### src/rtl/fcvt_pkg.sv
`timescale 1ns/1ps
package fcvt_pkg;
  localparam int unsigned DATA_W = 32;
  localparam int unsigned EXP_W  = 8;
  localparam int unsigned MAN_W  = 23;

  typedef enum logic {
    CVT_F2W = 1'b0,
    CVT_W2F = 1'b1
  } cvt_dir_e;
endpackage

### src/rtl/fcvt_lzc.sv
`timescale 1ns/1ps
module fcvt_lzc #(
  parameter int unsigned W  = 32,
  localparam int unsigned CW = $clog2(W)
) (
  input  logic [W-1:0]  d_i,
  output logic [CW-1:0] cnt_o,
  output logic          zero_o
);
  always_comb begin
    cnt_o  = '0;
    zero_o = ~|d_i;
    // highest set bit wins since it is visited last
    for (int i = 0; i < int'(W); i++) begin
      if (d_i[i]) cnt_o = CW'(int'(W) - 1 - i);
    end
  end
endmodule

### src/rtl/fcvt_f2w.sv
`timescale 1ns/1ps
module fcvt_f2w #(
  parameter int unsigned DW = fcvt_pkg::DATA_W,
  parameter int unsigned EW = fcvt_pkg::EXP_W,
  parameter int unsigned MW = fcvt_pkg::MAN_W
) (
  input  logic [DW-1:0] f_i,
  output logic [DW-1:0] w_o
);
  localparam logic [EW-1:0] BIAS_E  = EW'((1 << (EW-1)) - 1);
  localparam logic [EW-1:0] SAT_E   = EW'((1 << (EW-1)) - 1 + DW - 2);
  localparam logic [EW-1:0] UNITY_E = EW'((1 << (EW-1)) - 1 + MW);

  logic          sign;
  logic [EW-1:0] exp_f;
  logic [DW-1:0] sig;
  logic [DW-1:0] mag;
  logic          in_range;

  assign sign     = f_i[DW-1];
  assign exp_f    = f_i[DW-2 -: EW];
  assign sig      = DW'({1'b1, f_i[MW-1:0]});
  assign in_range = (exp_f >= BIAS_E) && (exp_f <= SAT_E);

  always_comb begin
    mag = '0;
    if (exp_f >= UNITY_E) mag = sig << (exp_f - UNITY_E);
    else                  mag = sig >> (UNITY_E - exp_f);
  end

  always_comb begin
    if (exp_f > SAT_E)       w_o = sign ? {1'b1, {(DW-1){1'b0}}} : {1'b0, {(DW-1){1'b1}}};
    else if (exp_f < BIAS_E) w_o = '0;
    else                     w_o = sign ? -mag : mag;
  end

  // an in-range nonzero truncation never flips the sign
  always_comb begin
    if (in_range && (mag != '0)) begin
      a_r1_sign_kept: assert (w_o[DW-1] == sign);
    end
  end
endmodule

### src/rtl/fcvt_w2f.sv
`timescale 1ns/1ps
module fcvt_w2f #(
  parameter int unsigned DW = fcvt_pkg::DATA_W,
  parameter int unsigned EW = fcvt_pkg::EXP_W,
  parameter int unsigned MW = fcvt_pkg::MAN_W,
  localparam int unsigned CW = $clog2(DW)
) (
  input  logic [DW-1:0] w_i,
  output logic [DW-1:0] f_o
);
  localparam logic [EW-1:0] TOP_E = EW'((1 << (EW-1)) - 1 + DW - 1);

  logic          sign;
  logic [DW-1:0] mag;
  logic [DW-1:0] norm;
  logic [CW-1:0] lz;
  logic          zero;
  logic [EW-1:0] exp_b;
  logic [MW-1:0] kept;
  logic          lsb, guard, sticky, rnd_up;
  logic [DW-2:0] body;

  assign sign = w_i[DW-1];
  assign mag  = sign ? -w_i : w_i;

  fcvt_lzc #(.W(DW)) u_lzc (
    .d_i    (mag),
    .cnt_o  (lz),
    .zero_o (zero)
  );

  assign norm   = mag << lz;
  assign exp_b  = TOP_E - EW'(lz);
  assign kept   = norm[DW-2 -: MW];
  assign lsb    = norm[DW-1-MW];
  assign guard  = norm[DW-2-MW];
  assign sticky = |norm[DW-3-MW:0];
  assign rnd_up = guard & (sticky | lsb);
  // fraction carry ripples into the exponent
  assign body   = {exp_b, kept} + (DW-1)'(rnd_up);
  assign f_o    = zero ? '0 : {sign, body};

  // rounding never reaches the all-ones exponent
  always_comb begin
    if (!zero) begin
      a_r6_no_exp_overflow: assert (!(&body[DW-2 -: EW]));
    end
  end
endmodule

### src/rtl/fcvt_unit.sv
`timescale 1ns/1ps
module fcvt_unit
  import fcvt_pkg::*;
#(
  parameter int unsigned DW = DATA_W,
  parameter int unsigned EW = EXP_W,
  parameter int unsigned MW = MAN_W
) (
  input  logic          clk_i,
  input  logic          rst_ni,
  input  logic          valid_i,
  input  logic          dir_i,
  input  logic [DW-1:0] operand_i,
  output logic          valid_o,
  output logic [DW-1:0] result_o
);
  localparam logic [EW-1:0] BIAS_E = EW'((1 << (EW-1)) - 1);
  localparam logic [EW-1:0] SAT_E  = EW'((1 << (EW-1)) - 1 + DW - 2);

  logic [DW-1:0] f2w_res, w2f_res, next_res;
  cvt_dir_e      dir;

  assign dir = cvt_dir_e'(dir_i);

  fcvt_f2w #(.DW(DW), .EW(EW), .MW(MW)) u_f2w (
    .f_i (operand_i),
    .w_o (f2w_res)
  );

  fcvt_w2f #(.DW(DW), .EW(EW), .MW(MW)) u_w2f (
    .w_i (operand_i),
    .f_o (w2f_res)
  );

  assign next_res = (dir == CVT_W2F) ? w2f_res : f2w_res;

  always_ff @(posedge clk_i or negedge rst_ni) begin
    if (!rst_ni) begin
      valid_o  <= 1'b0;
      result_o <= '0;
    end else begin
      valid_o <= valid_i;
      if (valid_i) result_o <= next_res;
    end
  end

  a_r8_valid_follows: assert property (@(posedge clk_i) disable iff (!rst_ni)
    valid_i |=> valid_o);
  a_r8_valid_idle: assert property (@(posedge clk_i) disable iff (!rst_ni)
    !valid_i |=> !valid_o);
  a_r9_hold: assert property (@(posedge clk_i) disable iff (!rst_ni)
    !valid_i |=> $stable(result_o));
  a_r2_neg_sat: assert property (@(posedge clk_i) disable iff (!rst_ni)
    (valid_i && !dir_i && operand_i[DW-1] && (operand_i[DW-2 -: EW] > SAT_E))
    |=> (result_o == {1'b1, {(DW-1){1'b0}}}));
  a_r3_pos_sat: assert property (@(posedge clk_i) disable iff (!rst_ni)
    (valid_i && !dir_i && !operand_i[DW-1] && (operand_i[DW-2 -: EW] > SAT_E))
    |=> (result_o == {1'b0, {(DW-1){1'b1}}}));
  a_r4_small_zero: assert property (@(posedge clk_i) disable iff (!rst_ni)
    (valid_i && !dir_i && (operand_i[DW-2 -: EW] < BIAS_E)) |=> (result_o == '0));
  a_r7_int_zero: assert property (@(posedge clk_i) disable iff (!rst_ni)
    (valid_i && dir_i && (operand_i == '0)) |=> (result_o == '0));
endmodule

### config.mk
export PLATFORM = sky130hd
export DESIGN_NAME = fcvt_unit
export DESIGN_NICKNAME = d
export VERILOG_FILES = /design/src/rtl/fcvt_pkg.sv /design/src/rtl/fcvt_lzc.sv /design/src/rtl/fcvt_f2w.sv /design/src/rtl/fcvt_w2f.sv /design/src/rtl/fcvt_unit.sv
export SDC_FILE = /design/constraint.sdc
export NUM_CORES = 1
export LEC_CHECK = 0
export CAP_MARGIN = 5
export CORE_MARGIN = 3
export CORE_UTILIZATION = 23
export DETAILED_ROUTE_END_ITERATION = 10
export DONT_BUFFER_PORTS = 1
export PLACE_DENSITY = 0.43
export SKIP_CTS_REPAIR_TIMING = 1
export SLEW_MARGIN = 5
export SYNTH_ARGS = -nofsm -noshare
export SYNTH_HDL_FRONTEND = slang
export SYNTH_SLANG_ARGS = --single-unit
### constraint.sdc
create_clock -name clk_i -period 1.3 [get_ports clk_i]
set_input_delay 0.065 -clock clk_i [delete_from_list [all_inputs] [get_ports clk_i]]
set_output_delay 0.065 -clock clk_i [all_outputs]
set_load 0.005 [all_outputs]
# Word level (Yosys, flattened, before mapping)
# Index checks and enable logic that the tools add are counted.
# totals
ff_bits	33
out_inout_bits	33
word_cells	58
# op_classes
add_sub_neg	6
n_lt_le_gt_ge	3
shifts	3
n_mux	40
bitwise	2
n_reduce_logical	2
# op_table
operator	n
$mux W32	8
$mux W5	32
$neg A32 Y32	2
$reduce_or A32 Y1	1
$shl A24 B8 Y32	1
$shl A32 B5 Y31	1
$shr A24 B8 Y32	1
$add A31 B1 Y31	1
$ge A8 B8 Y1 const B	1
$gt A8 B8 Y1 const B	1
$lt A8 B7 Y1 const B	1
$sub A8 B5 Y8 const A	1
$sub A8 B8 Y8 const A	1
$sub A8 B8 Y8 const B	1
$reduce_or A7 Y1	1
$and A1 B1 Y1	1
$or A1 B1 Y1	1

# Depth between registers and ports, before layout
# logic_depth
depth_word	41
ltp_mapped	27
ltp_nobuf	20

# Cells and area by module
# From an unflattened synthesis, not the netlist that was laid out.
# unflattened
cells_unflattened	1742
hier_area_um2	12225.5
# by_module_without_submodules
mod	n_inst	cells_per_inst	area_per_inst_um2
fcvt_f2w	1	716	5258.8
fcvt_w2f	1	817	5054.8
fcvt_unit	1	140	1531.5
fcvt_lzc	1	69	380.4

# Worst setup path after synthesis
# Ideal clock, no wire load.
# synth_timing
kind	input to register
startpoint	input port operand_i[23]
endpoint	register result_o[26]
setup_time_ps	131
arrival_time_ps	6073
required_ps	1169
slack_ps	-4904
cell_stages	24
n_path_buf	5
path_cell_list	buf_2 -> buf_1 -> clkinv_1 -> ha_1 -> buf_1 -> clkbuf_1 -> buf_1 -> mux4_2 -> mux2i_1 -> mux2_2 -> o22ai_1 -> a22oi_1 -> ha_1 -> nor3b_1 -> and4_1 -> and3_1 -> nand3_1 -> nor2b_1 -> nand2_1 -> nor3b_1 -> mux2i_1 -> a22oi_1 -> a21oi_1 -> or3_1
# synth_between
elab_chain_len	18
elab_cells_between_ends	32
cone_classes	add/sub: 6; order compare: 3; shift: 3; mux: 16; bitwise: 2; reduce/logical: 2
# synth_lines
element	line	rtl
from (decl)	fcvt_unit.sv:13	input logic [DW-1:0] operand_i,
$neg A32 Y32	fcvt_w2f.sv:24	assign mag = sign ? -w_i : w_i;
$mux W32	fcvt_w2f.sv:24	
$mux W5 (9 in series)	fcvt_lzc.sv:15	if (d_i[i]) cnt_o = CW'(int'(W) - 1 - i);
$shl A32 B5 Y31	fcvt_w2f.sv:32	assign norm = mag << lz;
$reduce_or A7 Y1	fcvt_w2f.sv:37	assign sticky = |norm[DW-3-MW:0];
$or A1 B1 Y1	fcvt_w2f.sv:38	assign rnd_up = guard & (sticky | lsb);
$and A1 B1 Y1	fcvt_w2f.sv:38	
$add A31 B1 Y31	fcvt_w2f.sv:40	assign body = {exp_b, kept} + (DW-1)'(rnd_up);
$mux W32	fcvt_w2f.sv:41	assign f_o = zero ? '0 : {sign, body};
$mux W32 *	fcvt_unit.sv:35	assign next_res = (dir == CVT_W2F) ? w2f_res : f2w_res;
to (signal assigned)	fcvt_unit.sv:43	if (valid_i) result_o <= next_res;
to (decl)	fcvt_unit.sv:15	output logic [DW-1:0] result_o
# Every way passes the cells marked *; elsewhere a longest branch is shown, timed or not.
# A chain may end at the register's enable or synchronous reset.

# Worst setup path after layout
# layout_timing
startpoint	input port operand_i[1]
endpoint	register result_o[25]
# layout_between
elab_chain_len	40
elab_cells_between_ends	49
cone_classes	add/sub: 4; shift: 3; mux: 38; bitwise: 2; reduce/logical: 2
# layout_lines
element	line
$neg A32 Y32	fcvt_w2f.sv:24
$mux W32	fcvt_w2f.sv:24
$mux W5 (31 in series)	fcvt_lzc.sv:15
$shl A32 B5 Y31	fcvt_w2f.sv:32
$reduce_or A7 Y1	fcvt_w2f.sv:37
$or A1 B1 Y1	fcvt_w2f.sv:38
$and A1 B1 Y1	fcvt_w2f.sv:38
$add A31 B1 Y31	fcvt_w2f.sv:40
$mux W32	fcvt_w2f.sv:41
$mux W32 *	fcvt_unit.sv:35
# Marks and branches as above.

==> impl_results.md <==
- Failing checks: hold timing, setup timing
- CTS Buf Count: 5
- Max Fanout on Critical Path: 12
- Total Neg Setup Slack: -97,900 ps
- Worst path setup slack after routing: -3410 ps
- Number of H-tree branching levels: 2
- Number of distinct library cells after synthesis: 119
- Syn nets: 1,574
- Post-layout min period: 4710 ps
- TritonCTS clock tree: done
- Initial cell density of the core: 23.3%
- Cell Count Post-Placement: 2,569
- Remaining global-route overflow: 0
- Critical Path Slowest Stage Cell: sky130_fd_sc_hd__or4_4
- Instance count of the mapped netlist: 1,526
- Post-synthesis sequential element count: 33
- Final core area utilization: 38.8%
- Count of buffers inserted at the top-level ports: 0
- Primary FF master, synth: sky130_fd_sc_hd__dfrtp_1
- Height of the die: 223 um
- Final HPWL from detailed placement: 45,600 um
- Wire length after detailed routing: 58,300 um
- Sink Count: 33
- Power share of the clock group: 11.3%
- Final total power: 13.7 mW
- Warnings, synthesis: 0
- Starting DRC count in detailed routing: 1,294
- Detailed-route wire length per cell: 22.1 um
- Largest delay share family, worst path: simple AND/OR/NAND/NOR gates
- Endpoints failing setup: 32
- Core area: 0.0467 sq mm
- Library cell used as clock root buffer: sky130_fd_sc_hd__clkbuf_16
- Clock latency on the worst-skew pair: 280 ps
- CP arrival: 4880 ps
- Length in cells of the worst reg-to-reg path: 4
- Post-DR vias/cell: 5.53
- Maximum number of pins on one net before global-route repair: 82
- Most instantiated library cell after synthesis: sky130_fd_sc_hd__nand2_1
- Area overhead of the layout relative to synthesis: 66.3%
- Start-to-end type of the worst setup path: in2reg
- Tightest Hold Check Type: in2reg
- Crit path depth: 17
- Fraction of the cycle the final worst path needs: 363%
- Switching part of the total: 43.5%
- Worst-case vdd ir drop: 665 uV
- Max Fclk: 212 MHz
- Drt pass-1 iters: 6
- Share of the synthesized area in the top cell type: 7.59%
- Transition time of the tightest slew-check pin: 722 ps
- EDFF count, synth: 0
- Setup slack of the worst register-to-register path: 110 ps
- Series of cell instances along the critical path: or4_4 -> or4_4 -> or4_4 -> a21oi_4 -> a31oi_4 -> or3b_4 -> buf_6 -> o21bai_4 -> nor2_4 -> nand2_2 -> a2bb2oi_1 -> nand3b_1 -> nand4_4 -> or4_4 -> buf_6 -> or2_4 -> a211o_1
- Post-route clock skew: 0 ps
- Max-cap violations: 0
- Net switching power: 5.98 mW
- Final-report max-slew violation count: 0
- Nature of the critical path startpoint: primary input
- Critical Path Most Common Cell: sky130_fd_sc_hd__or4_4
- Cell area after synthesis: 0.0109 sq mm
- Initial antenna violation count: 0
- Die W: 223 um
- Total power divided by cell area: 759 mW/mm^2
- Total inserted antenna cells: 0
- Max transition margin: 51.5%
- Launch point of the critical path: operand_i[1]
- DRT antenna net count: 0
- Worst Path Required: 1470 ps
- Fraction of final layout cells sized beyond drive strength 1: 49.9%
- Filler cells: 4,880
- Setup repair after global routing missed its margin: yes
- Wire length of the first global-routing pass: 85,300 um
- Area contributors post-synth: sky130_fd_sc_hd__dfrtp_1, sky130_fd_sc_hd__mux4_2, sky130_fd_sc_hd__mux2i_1, sky130_fd_sc_hd__o21ai_0, sky130_fd_sc_hd__nand2_1
- Startpoint of the lowest-slack register-to-register path: result_o[25]$_DFFE_PN0P_
- Capturing element of the worst setup path: result_o[25]$_DFFE_PN0P_
- Die footprint: 0.0499 sq mm
- Startpoint of the lowest-slack hold path: valid_i
- Final hold slack: -16.0 ps
- Number of global-route vias before repair: 14,151
- Run status: finished, violations left
- Vias after detailed routing: 14,582
- Number of ports placed on the die boundary: 69
- Static Leakage: 7.48 nW
- Async set-reset flop share out of synthesis: 100%
- Non-filler instance count after layout: 2,639
- Design internal power: 7.76 mW
- Area leader, netlist: sky130_fd_sc_hd__dfrtp_1
- Sequential share of the synthesized area: 7.59%
- Mean area per synthesized cell: 7.13 sq um
- Clock transition time at the flip-flop clock pins of the worst setup and hold paths: 60 ps
- Power share of the combinational group: 78.6%
- Clock Path Buffers: 2
- Routability congestion estimate from global placement: 0.921
- Sequential share of power: 10.1%
- Row cnt: 79
- FF-to-FF End: result_o[25]$_DFFE_PN0P_
- Total DRC errors in the routed layout: 0
- Number of hold violations in the final report: 2
- Critical path endpoint category: register
- Combined global-route utilization of all metal layers: 21.6%
- Largest incremental delay on the critical path: 600 ps
- Leading cell types by count after synthesis: sky130_fd_sc_hd__nand2_1, sky130_fd_sc_hd__o21ai_0, sky130_fd_sc_hd__nor2_1, sky130_fd_sc_hd__a21oi_1, sky130_fd_sc_hd__clkbuf_1
- Net count reported at finish: 2,079
- Bufs and invs on worst path: 2
-- worst min-delay path by stage --
| stage | cells after the start | endpoint |
|---|---|---|
| 3_3_place_gp | 0 | result_o[31]$_DFFE_PN0P_ |
| 2_1_floorplan | 0 | result_o[0]$_DFFE_PN0P_ |
| 5_1_grt | 2 | result_o[28]$_DFFE_PN0P_ |
| 6_report | 3 | result_o[19]$_DFFE_PN0P_ |
| 4_1_cts | 0 | result_o[18]$_DFFE_PN0P_ |
| 3_5_place_dp | 0 | result_o[31]$_DFFE_PN0P_ |
-- metrics by stage --
stage	cell area (sq um)	worst slack, ps
after floorplan	11300	-4020
after global placement	15600	-4090
after detailed placement	15600	-4090
after CTS	15800	-3830
after global routing	18100	-3530
final	18100	-3410
-- placed cells by master (no fill, tap or decap), types with 20 or more instances in the layout --
cell type                  instances
sky130_fd_sc_hd__dfrtp_1          33
sky130_fd_sc_hd__o21ai_0          91
sky130_fd_sc_hd__nor3_1           41
sky130_fd_sc_hd__a21oi_1          79
sky130_fd_sc_hd__nor2_1          110
sky130_fd_sc_hd__a21oi_2          29
sky130_fd_sc_hd__xor2_1           20
sky130_fd_sc_hd__o211ai_1         26
sky130_fd_sc_hd__nand3_1          37
sky130_fd_sc_hd__o21ai_1          24
sky130_fd_sc_hd__nand2_1         149
sky130_fd_sc_hd__mux4_2           35
sky130_fd_sc_hd__buf_6            42
sky130_fd_sc_hd__mux2i_1          62
sky130_fd_sc_hd__buf_4           567
sky130_fd_sc_hd__xnor2_1          36
-- sequential cells by signal, summed over array words and instances (netlist names) --
signal,flops
valid_o,1
result_o,32
-- cell families after synthesis --
| group | Yosys count | share of synthesized area (%) |
|---|---|---|
| buffers and inverters | 166 | 7.06 |
| and+or+nand+nor | 564 | 26.6 |
| muxes | 140 | 17.3 |
| AOI/OAI and AO/OA | 538 | 34.0 |
| adders and majority gates | 12 | 1.38 |
| DFF | 33 | 7.59 |
| xor gates and xnor gates | 73 | 6.05 |
-- worst reg2reg max path: stages, from the launching register on --
cell and delay, ps:
sky130_fd_sc_hd__dfrtp_1 410, sky130_fd_sc_hd__nor2_1 210, sky130_fd_sc_hd__nand4b_1 150, sky130_fd_sc_hd__o32ai_1 80, sky130_fd_sc_hd__a211o_1 240
-- final cells by class --
type	instances	area, sq um	area share [%]
clock buffer	5	125	0.692
sequential	33	826	4.56
tap	607	759	4.20
timing repair buffer	633	5150	28.5
timing repair inverter	2	13.8	0.0761
inverter	28	176	0.975
multi-input combinational	1328	11000	60.6
clock inverter	3	65.1	0.360
-- metal layers --
metal	global-route usage, %	part of all wire, %
met1	27.8	42
met5	0	0
met4	5.94	3.0
met3	1.71	4.1
met2	38.7	50
-- power by group through the flow --
stage	Sequential, mW	Clock [mW]	Combinational (mW)
6_report	1.39	1.55	10.8
5_1_grt	1.41	1.62	11.5
2_1_floorplan	1.33	0	4.94
4_1_cts	1.40	1.57	8.85
3_3_place_gp	1.42	0	8.82
3_5_place_dp	1.42	0	8.81
(Power assumes the default switching activity.)
